$ cat src/rtl/rsc_pkg.sv
package rsc_pkg;

  typedef enum logic [2:0] {
    ST_PON   = 3'd0,
    ST_OFF   = 3'd1,
    ST_SLEEP = 3'd2,
    ST_RX    = 3'd3,
    ST_RXNC  = 3'd4,
    ST_PLL   = 3'd5,
    ST_BRX   = 3'd6,
    ST_BTX   = 3'd7
  } rsc_state_e;

  localparam logic [4:0] STAT_TRANS = 5'h1F;

  localparam logic [2:0] C_NOP  = 3'd0;
  localparam logic [2:0] C_OFF  = 3'd1;
  localparam logic [2:0] C_FOFF = 3'd2;
  localparam logic [2:0] C_RX   = 3'd3;
  localparam logic [2:0] C_PLL  = 3'd4;
  localparam logic [2:0] C_FPLL = 3'd5;

  function automatic logic is_busy(input rsc_state_e s);
    return (s == ST_BRX) || (s == ST_BTX);
  endfunction

  function automatic logic need_pll(input rsc_state_e s);
    return (s == ST_RX) || (s == ST_RXNC) || (s == ST_PLL) || is_busy(s);
  endfunction

  function automatic logic need_reg(input rsc_state_e s);
    return need_pll(s) || (s == ST_OFF);
  endfunction

  function automatic logic has_clk(input rsc_state_e s);
    return (s != ST_SLEEP) && (s != ST_RXNC);
  endfunction

endpackage

$ cat src/rtl/rsc_pin_edge.sv
module rsc_pin_edge #(
  parameter int SYNC = 2
) (
  input  logic clk,
  input  logic rst_n,
  input  logic pin,
  output logic rise,
  output logic fall
);
  logic [SYNC:0] chain;
  logic          prev;

  assign chain[0] = pin;

  for (genvar g = 0; g < SYNC; g++) begin : g_sync
    always_ff @(posedge clk or negedge rst_n) begin
      if (!rst_n) chain[g+1] <= 1'b0;
      else        chain[g+1] <= chain[g];
    end
  end

  always_ff @(posedge clk or negedge rst_n) begin
    if (!rst_n) prev <= 1'b0;
    else        prev <= chain[SYNC];
  end

  assign rise = chain[SYNC] & ~prev;
  assign fall = ~chain[SYNC] & prev;
endmodule

$ cat src/rtl/rsc_timer.sv
module rsc_timer #(
  parameter int CW = 4
) (
  input  logic          clk,
  input  logic          rst_n,
  input  logic          start,
  input  logic [CW-1:0] load,
  input  logic          abort,
  output logic          busy,
  output logic          expire
);
  logic [CW-1:0] cnt;

  always_ff @(posedge clk or negedge rst_n) begin
    if (!rst_n) begin
      busy <= 1'b0;
      cnt  <= '0;
    end else if (abort) begin
      busy <= 1'b0;
      cnt  <= '0;
    end else if (start) begin
      busy <= 1'b1;
      cnt  <= load - CW'(1);
    end else if (busy) begin
      if (cnt == '0) busy <= 1'b0;
      else           cnt  <= cnt - CW'(1);
    end
  end

  assign expire = busy && (cnt == '0);
endmodule

$ cat src/rtl/rsc_cmd_decode.sv
module rsc_cmd_decode
  import rsc_pkg::*;
(
  input  rsc_state_e state,
  input  logic       osc_ok,
  input  logic [2:0] code,
  output logic       go,
  output rsc_state_e tgt,
  output logic       pend,
  output logic       err
);
  always_comb begin
    go   = 1'b0;
    pend = 1'b0;
    err  = 1'b0;
    tgt  = state;
    case (code)
      C_NOP: ;
      C_OFF, C_FOFF: begin
        if (state == ST_SLEEP) begin
          err = 1'b1;
        end else if (state == ST_PON) begin
          if (osc_ok) begin go = 1'b1; tgt = ST_OFF; end
          else err = 1'b1;
        end else if (is_busy(state)) begin
          if (code == C_FOFF) begin go = 1'b1; tgt = ST_OFF; end
          else pend = 1'b1;
        end else if (state != ST_OFF) begin
          go = 1'b1; tgt = ST_OFF;
        end
      end
      C_RX: begin
        if (state == ST_OFF || state == ST_PLL) begin go = 1'b1; tgt = ST_RX; end
        else if (state != ST_RX) err = 1'b1;
      end
      C_PLL: begin
        if (state == ST_OFF || state == ST_RX) begin go = 1'b1; tgt = ST_PLL; end
        else if (state != ST_PLL) err = 1'b1;
      end
      C_FPLL: begin
        if (state == ST_RX || is_busy(state)) begin go = 1'b1; tgt = ST_PLL; end
        else if (state != ST_PLL) err = 1'b1;
      end
      default: err = 1'b1;
    endcase
  end
endmodule

$ cat src/rtl/rsc_outputs.sv
module rsc_outputs
  import rsc_pkg::*;
(
  input  rsc_state_e state,
  input  rsc_state_e tgt,
  input  logic       busy,
  input  logic       osc_ok,
  output logic [4:0] status,
  output logic       pll_en,
  output logic       reg_en,
  output logic       clk_out_en
);
  rsc_state_e eff;

  always_comb begin
    eff        = busy ? tgt : state;
    status     = busy ? STAT_TRANS : {2'b00, state};
    pll_en     = need_pll(eff);
    reg_en     = need_reg(eff);
    clk_out_en = osc_ok && has_clk(eff);
  end
endmodule

$ cat src/rtl/radio_state_ctrl.sv
module radio_state_ctrl
  import rsc_pkg::*;
#(
  parameter int          TRANS_DLY   = 4,
  parameter int          WAKE_DLY    = 6,
  parameter int          SYNC_STAGES = 2,
  parameter int          CLK_W       = 3,
  parameter logic [CLK_W-1:0] CLK_DEF = CLK_W'(1)
) (
  input  logic             clk,
  input  logic             rst_n,
  input  logic             osc_stable,
  input  logic             rst_pin_n,
  input  logic             slp_pin,
  input  logic             cmd_valid,
  output logic             cmd_ready,
  input  logic [2:0]       cmd_code,
  input  logic             frm_start,
  input  logic             frm_done,
  input  logic             cfg_wr,
  input  logic [CLK_W-1:0] cfg_rate,
  output logic [4:0]       status,
  output logic             pll_en,
  output logic             reg_en,
  output logic             clk_out_en,
  output logic [CLK_W-1:0] clk_rate,
  output logic             err_pulse
);
  localparam int DMAX = (TRANS_DLY > WAKE_DLY) ? TRANS_DLY : WAKE_DLY;
  localparam int CW   = $clog2(DMAX + 1);
  localparam logic [CW-1:0] L_TRANS = CW'(TRANS_DLY);
  localparam logic [CW-1:0] L_WAKE  = CW'(WAKE_DLY);

  rsc_state_e    state, tgt;
  logic          pend, osc_ok, err_q;
  logic          busy, expire;
  logic          rise, fall;
  logic          fire;
  logic          dec_go, dec_pend, dec_err;
  rsc_state_e    dec_tgt;
  logic          start, imm;
  rsc_state_e    start_tgt, imm_st;
  logic [CW-1:0] dly;
  logic          pend_eff;

  rsc_pin_edge #(.SYNC(SYNC_STAGES)) u_edge (
    .clk(clk), .rst_n(rst_n), .pin(slp_pin), .rise(rise), .fall(fall)
  );

  rsc_cmd_decode u_dec (
    .state(state), .osc_ok(osc_ok), .code(cmd_code),
    .go(dec_go), .tgt(dec_tgt), .pend(dec_pend), .err(dec_err)
  );

  rsc_timer #(.CW(CW)) u_tmr (
    .clk(clk), .rst_n(rst_n), .start(start), .load(dly),
    .abort(!rst_pin_n), .busy(busy), .expire(expire)
  );

  rsc_outputs u_out (
    .state(state), .tgt(tgt), .busy(busy), .osc_ok(osc_ok),
    .status(status), .pll_en(pll_en), .reg_en(reg_en), .clk_out_en(clk_out_en)
  );

  assign cmd_ready = rst_pin_n && !busy;
  assign fire      = cmd_valid && cmd_ready;
  assign pend_eff  = pend || (fire && dec_pend);

  // One event per cycle; an accepted mode-changing command outranks strobes and pin edges.
  always_comb begin
    start     = 1'b0;
    imm       = 1'b0;
    start_tgt = state;
    imm_st    = state;
    dly       = L_TRANS;
    if (rst_pin_n && !busy) begin
      if (fire && dec_go) begin
        start     = 1'b1;
        start_tgt = dec_tgt;
      end else if (frm_done && is_busy(state)) begin
        if (pend_eff) begin
          start     = 1'b1;
          start_tgt = ST_OFF;
        end else begin
          imm    = 1'b1;
          imm_st = (state == ST_BRX) ? ST_RX : ST_PLL;
        end
      end else if (frm_start && state == ST_RX) begin
        imm    = 1'b1;
        imm_st = ST_BRX;
      end else if (rise) begin
        case (state)
          ST_OFF: begin start = 1'b1; start_tgt = ST_SLEEP; end
          ST_RX:  begin start = 1'b1; start_tgt = ST_RXNC;  end
          ST_PLL: begin imm   = 1'b1; imm_st    = ST_BTX;   end
          default: ;
        endcase
      end else if (fall) begin
        case (state)
          ST_SLEEP: begin start = 1'b1; start_tgt = ST_OFF; dly = L_WAKE; end
          ST_RXNC:  begin start = 1'b1; start_tgt = ST_RX;  end
          default: ;
        endcase
      end
    end
  end

  always_ff @(posedge clk or negedge rst_n) begin
    if (!rst_n) begin
      state    <= ST_PON;
      tgt      <= ST_PON;
      pend     <= 1'b0;
      osc_ok   <= 1'b0;
      err_q    <= 1'b0;
      clk_rate <= CLK_DEF;
    end else begin
      osc_ok <= osc_ok || osc_stable;
      err_q  <= fire && dec_err;
      if (cfg_wr) clk_rate <= cfg_rate;
      if (!rst_pin_n) begin
        if (state != ST_PON) state <= ST_OFF;
        pend <= 1'b0;
      end else if (expire) begin
        state <= tgt;
      end else begin
        if (start) tgt <= start_tgt;
        if (imm)   state <= imm_st;
        if (start || imm)         pend <= 1'b0;
        else if (fire && dec_pend) pend <= 1'b1;
      end
    end
  end

  assign err_pulse = err_q;
endmodule

$ cat config.mk
export PLATFORM = sky130hd
export DESIGN_NAME = radio_state_ctrl
export DESIGN_NICKNAME = d
export VERILOG_FILES = /design/src/rtl/rsc_pkg.sv /design/src/rtl/rsc_pin_edge.sv /design/src/rtl/rsc_timer.sv /design/src/rtl/rsc_cmd_decode.sv /design/src/rtl/rsc_outputs.sv /design/src/rtl/radio_state_ctrl.sv
export SDC_FILE = /design/constraint.sdc
export NUM_CORES = 1
export LEC_CHECK = 0
export ABC_AREA = 0
export ABC_CLOCK_PERIOD_IN_PS = 2900
export BUFFER_PORTS_ARGS = -buffer_cell sky130_fd_sc_hd__buf_2
export CAP_MARGIN = 40
export CORE_AREA = 2 2 55 57
export CTS_CLUSTER_DIAMETER = 200
export DETAILED_ROUTE_END_ITERATION = 8
export DIE_AREA = 0 0 57 59
export GPL_ROUTABILITY_DRIVEN = 0
export GPL_TIMING_DRIVEN = 0
export PLACE_DENSITY = 0.87
export SYNTH_ARGS = -nofsm -noshare
export SYNTH_HDL_FRONTEND = slang
export SYNTH_SLANG_ARGS = --single-unit
$ cat constraint.sdc
create_clock -name clk -period 2.9 [get_ports clk]
set_input_delay 0.58 -clock clk [delete_from_list [all_inputs] [get_ports clk]]
set_output_delay 0.58 -clock clk [all_outputs]
set_load 0.1 [all_outputs]
==> run summary, run 1 <==
Worst path required time: 3.13 ns
Fin. max-slew vios: 0
Post-Synthesis Cells: 159
Syn nets: 175
Clock skew: 0.000903 ns
Worst Hold Slack: 0.197 ns
CP Launch Type: input pin
Clock Sinks: 19
Input/output buffers: 25
Ys Warns: 0
Period utilization: 96.1%
Status: finished, final reports clean
Slew headroom: 64.7%
Worst vdd ir: 0.729 mV
Setup Viol. Count Final: 0
Grt total ovfl: 0
Vias in the first global route: 1349
Sequential area share after synthesis: 33.6%
Setup bufs post-CTS: 0
Register bit total from synthesis: 19
Distinct cells, synth: 53
Clk_lat worst skew: 0.30 ns
Initial antenna violation count: 0
# hold bufs at CTS: 0
RSZ-0062 raised after global routing: true
Initial DRC count: 104
DRT Wirelength: 3710 um
# diodes: 0
Hold Vio Cnt, Final: 0
Pwr/cell area: 1020 nW/um2
Hold Path Class: in -> async
Final instance area: 1640 um2
Most numerous cell in the Yosys netlist: dfrtp_1
Max Cap Violations: 0
Nets: 205
Share of the synthesized area in the top cell type: 31.8%
Die Ht: 59 um
Post-synth EDFFs: 0
Wire length per cell: 16.9 um
Area Growth Syn to Fin: 16.0%
Root Driver: clkbuf_4
Total CTS buffers: 3
Initial Util: 52.3%
# H-tree levels: 1
Post-DP HPWL: 2830 um
Worst-path clk slew: 0.10 ns
Post-synth top flop: dfrtp_1
CP max FO: 10
Global-route wire length before repair: 6290 um
CP Data Arrival Time: 3.02 ns
Max frequency: 359 MHz
Commonest cells in the netlist: dfrtp_1, nand2_1, nor2b_1, nor2_1
Synth area leaders: dfrtp_1, nand2_1, mux2i_1, nor2b_1, mux2_2
Gr usage total: 23.8%
CTS tree: built
Die Width: 57 um
Min cycle time layout: 2.79 ns
Number of cell rows: 19
Final ANT Viol Nets: 0
CP Capture Type: flop
Leakage power: 0.000739 uW
Post-DR vias/cell: 6.50
Die area: 3360 um2
DR pass1 iterations: 5
Syn Area/Cell: 8.92 um2
Vias: 1424
Critical path class: in -> reg
Synth async-reset ratio: 100%
Biggest area consumer among synthesized cells: dfrtp_1
Worst slew pin tran: 0.523 ns
Pin count of the biggest net entering global routing: 20
Core area: 2710 um2
I/O Pins: 28
Layout cells sized above 1: 30.3%
Post-synth design cell area: 1420 um2
Post-route DRC: 0
Post-detailed-placement cell area: 1600 um2
Clk buf depth: 2
## cell type report
type	count	area, um2
fillers	236	1070
multi-input cells	121	878
flip-flops and latches	19	477
repair buffers	25	128
plain buffers	12	68.8
well taps	31	38.8
inverters	7	26.3
clock buffers	3	22.5
clock inverters	1	5.00
## worst max-delay path, cell delays in order
cell	delay, ns
buf_2	0.11
buf_2	0.17
nor3b_1	0.18
nor2b_1	0.14
o21ai_1	0.23
o211ai_1	0.22
a21oi_4	0.35
mux2i_1	0.25
ha_1	0.25
or3_1	0.38
a21boi_1	0.15
## registers in the layout (all words and copies together), names as in the netlist, 2 cells and up
| signal | cells |
|---|---|
| u_edge.chain | 2 |
| state | 3 |
| u_tmr.cnt | 3 |
| tgt | 3 |
| clk_rate | 3 |
## cells by family (layout without fill, tap and decap cells)
family	after synthesis	after routing	share of synthesized area, %
and+or+nand+nor	63	63	24.8
AOI/OAI and AO/OA	45	45	25.6
DFF	19	19	33.6
buffers and inverters	19	48	6.53
muxes	9	9	6.71
xor gates and xnor gates	3	3	1.85
adders and majority gates	1	1	0.882
## report_power, final
group / total (uW) / switching (uW) / internal [uW]
combinational: 1150 / 830 / 318
sequential: 402 / 70.4 / 332
clock: 132 / 80.4 / 51.5
total: 1680 / 981 / 702
## metrics by stage
step                      setup TNS, ns  utilization [%]  setup slack, ns  instances  power (uW)
after floorplan                 -0.0844                -          -0.0496        159        1320
after global placement           -0.104             59.2           -0.104        215        1490
after detailed placement         -0.251             59.2           -0.210        215        1530
after CTS                             0             60.2           0.0445        219        1670
after global routing            -0.0366             60.7          -0.0366        219        1780
final                                 0             60.7            0.114        219        1680
## cells in the final DEF (no fill, tap or decap), types with 2 or more instances in the layout
master	Yosys	layout
a32oi_1	3	3
clkbuf_1	6	4
a31oi_1	4	3
buf_4	3	3
and3_1	3	3
a21oi_1	6	6
or3_1	2	2
a32o_1	3	3
a31oi_4	1	2
nor3_1	4	4
nor4b_1	2	2
a211oi_1	4	4
nand4_1	2	2
nor2b_1	8	7
o221ai_1	2	2
mux2_2	4	4
inv_1	6	6
or2_2	3	3
buf_2	2	26
dfrtp_1	18	18
nand2_1	16	16
nand3_1	5	5
o211ai_1	2	2
o21ai_0	5	5
nand2b_1	3	3
nor2_1	7	7
xor2_1	3	3
clkbuf_2	0	2
a221oi_1	2	2
mux2i_1	5	5
clkbuf_4	0	4
## worst paths after layout
kind	slack, ns	cells after the start	start	endpoint
max	0.11	11	cmd_code[0]	u_tmr.cnt[1]
min	0.20	1	rst_n	u_edge.chain[1]
max reg2reg	0.17	9	u_tmr.busy	u_tmr.cnt[1]
min reg2reg	0.36	0	u_edge.chain[1]	u_edge.chain[2]
max in group asynchronous	2.38	1	rst_n	clk_rate[0]
min in group clk	0.36	0	u_edge.chain[1]	u_edge.chain[2]
## what timing repair did
item / in CTS / in global routing
setup endpoints to repair: 1 / 2
resized for setup: 1 / 4
pin swaps: 0 / 1
## routing by layer
layer	GRT usage (%)	up-vias	routed length (um)
li1	-	648	-
met1	29.8	668	1400
met2	42.0	85	1900
met3	1.97	23	281
met4	10.6	0	129
met5	0	-	0
Note: power is estimated with default switching activity, not from simulation.
==> inputs of run 2 (changes only) <==
--- a/config.mk
+++ b/config.mk
@@ -7,15 +7,16 @@
 export LEC_CHECK = 0
 export ABC_AREA = 0
 export ABC_CLOCK_PERIOD_IN_PS = 2900
-export BUFFER_PORTS_ARGS = -buffer_cell sky130_fd_sc_hd__buf_2
 export CAP_MARGIN = 40
-export CORE_AREA = 2 2 55 57
+export CORE_AREA = 2 2 51 53
 export CTS_CLUSTER_DIAMETER = 200
 export DETAILED_ROUTE_END_ITERATION = 8
-export DIE_AREA = 0 0 57 59
+export DIE_AREA = 0 0 53 55
+export DONT_BUFFER_PORTS = 1
 export GPL_ROUTABILITY_DRIVEN = 0
 export GPL_TIMING_DRIVEN = 0
-export PLACE_DENSITY = 0.87
+export PLACE_DENSITY = 0.88
+export SETUP_SLACK_MARGIN = 0.02
 export SYNTH_ARGS = -nofsm -noshare
 export SYNTH_HDL_FRONTEND = slang
 export SYNTH_SLANG_ARGS = --single-unit
==> run summary, run 2 (synthesis gave the netlist of run 1 again) <==
Status: finished, final reports clean
Worst slew pin tran: 0.897 ns (+0.374 ns)
Initial DRC count: 78 (-25%)
Initial Util: 59.9% (+7.6 points)
Post-route DRC: 0 (unchanged)
CTS tree: built
Period utilization: 96.6% (+0.56 points)
Grt total ovfl: 0 (unchanged)
Die Ht: 55 um (-6.8%)
Post-DP HPWL: 2750 um (-2.9%)
Met2 GRT Util: 51.7% (+9.6 points)
Root Driver: clkbuf_4
DRT Wirelength: 3700 um (-0.35%)
Setup slack after layout: 0.0973 ns (-0.0164 ns)
Top Usage Layer GRT: met2
Cell Chain, Critical Path: buf_6, clkbuf_8, or2_4, nand2b_1, nand2_1, a31oi_4
Clk buf depth: 2 (unchanged)
Delay of the slowest cell on the worst path: 0.61 ns (+0.23 ns)
Grt met1 use: 34.8% (+5.0 points)
Cell family with most CP delay: compound AO/OA/AOI/OAI gates
Worst-path clk slew: 0.10 ns (about the same)
Clk_lat worst skew: 0.31 ns (about the same)
Global-route wire length before repair: 6000 um (-4.5%)
Clock Sinks: 19 (unchanged)
Fin. max-slew vios: 0 (unchanged)
Post-DR vias/cell: 6.78 (+4.2%)
Total negative slack: 0 ns (unchanged)
Dpl ws: -0.191 ns (+0.0185 ns)
CP Launch Type: flop
Pwr/cell area: 1070 nW/um2 (+4.4%)
Input/output buffers: 0 (-100%)
Vias in the first global route: 1268 (-6.0%)
RSZ-0062 raised after global routing: false
Buffers & Inverters on Critical Path: 2 (unchanged)
Total CTS buffers: 3 (unchanged)
Max Cap Violations: 0 (unchanged)
Setup Viol. Count Final: 0 (unchanged)
Hold Path Class: in -> async
Critical path class: reg -> out
Hold Vio Cnt, Final: 0 (unchanged)
Initial antenna violation count: 0 (unchanged)
Pin count of the biggest net entering global routing: 19 (-5.0%)
Area Growth Syn to Fin: 12.4%
Worst path required time: 2.32 ns (-0.81 ns)
Min cycle time layout: 2.80 ns (+0.0164 ns)
Vias: 1328 (-6.7%)
Most common cell after layout, fill and taps aside: dfrtp_1
Gr usage total: 28.8% (+5.0 points)
Core area: 2360 um2 (-13%)
Layout cells sized above 1: 22.9% (-7.4 points)
Nets: 183 (-11%)
Critical path's slowest cell: a31oi_4
# diodes: 0 (unchanged)
Clock skew: 0.00810 ns (+0.00719 ns)
Final ANT Viol Nets: 0 (unchanged)
Worst vdd ir: 1.21 mV (+66%)
# H-tree levels: 1 (unchanged)
Post-Place Cells: 191 (-11%)
GR Util met3: 2.96% (+0.99 points)
Number of cell rows: 18 (-1)
Most frequent cells in the layout: dfrtp_1, nand2_1, nor2_1, nor2b_1
Die area: 2920 um2 (-13%)
Max frequency: 357 MHz (-0.58%)
Slew headroom: 40.2% (-24 points)
Setup bufs post-CTS: 0 (unchanged)
CP Capture Type: output pin
I/O Pins: 28 (unchanged)
Die Width: 53 um (-7.0%)
CP max FO: 10 (unchanged)
Leakage power: 0.000667 uW (-9.7%)
Post-Layout Cell Count: 196 (-11%)
CP Data Arrival Time: 2.22 ns (-0.80 ns)
Worst Hold Slack: 0.0969 ns (-0.0998 ns)
DR pass1 iterations: 4 (-1)
Wire length per cell: 18.9 um (+11%)
==> run 2: path summary, 6_finish.rpt <==
check	from	endpoint	slack (ns)	depth (start not counted)
worst min-delay path	rst_n	clk_rate[0]	0.1	0
max in group asynchronous	rst_n	u_tmr.busy	1.57	1
worst min register to register	u_edge.chain[1]	u_edge.chain[2]	0.36	0
min in group clk	slp_pin	u_edge.chain[1]	0.29	0
worst max register to register	state[1]	u_tmr.cnt[1]	0.21	10
worst max-delay path	state[0]	clk_out_en	0.1	6
==> run 2: cell type report <==
class	instances	area, um2
sequential	19	478
fill	191	771
multi-input combinational	121	895
clock buffer	3	22.5
clock inverter	1	7.51
inverter	7	26.3
buffer	12	87.6
tap	30	37.5
timing repair buffer	3	40.0
==> run 2: repair_timing <==
action / 4_1_cts / 5_1_grt
endpoints found under the setup margin: 1 / 2
endpoints found under the hold margin: 18 / 0
hold buffers: 1 / 0
gates resized for setup: 8 / 4
pin swaps: 1 / 1
==> run 2: where the power goes <==
group          switching (uW)  total (uW)  internal (uW)
logic                     784        1120            332
registers                 114         447            333
clock network            88.5         141           52.8
==> run 2: worst reg2reg max path: cells and delay by family (launching register included) <==
| kind | cells | cell delay, ns |
|---|---|---|
| AO/OA/AOI/OAI | 5 | 1.06 |
| AND/OR/NAND/NOR | 2 | 0.56 |
| flip-flops | 1 | 0.39 |
| adder cells (fa/ha/maj) | 1 | 0.25 |
| multiplexers | 1 | 0.23 |
| buffers and inverters | 1 | 0.14 |
==> run 2: routing by layer <==
metal	routed length, um	vias to the layer above
met1	1390	635
met5	0	-
met3	279	12
met4	102	0
met2	1930	75
li1	-	606
==> run 2: through the flow <==
stage	total power (uW)	util, %	instance area, um2
after floorplan	1320	-	1440
after global placement	1430	62.5	1480
after detailed placement	1520	64.3	1520
after CTS	1690	66.9	1580
after global routing	1800	67.4	1590
final	1700	67.4	1590
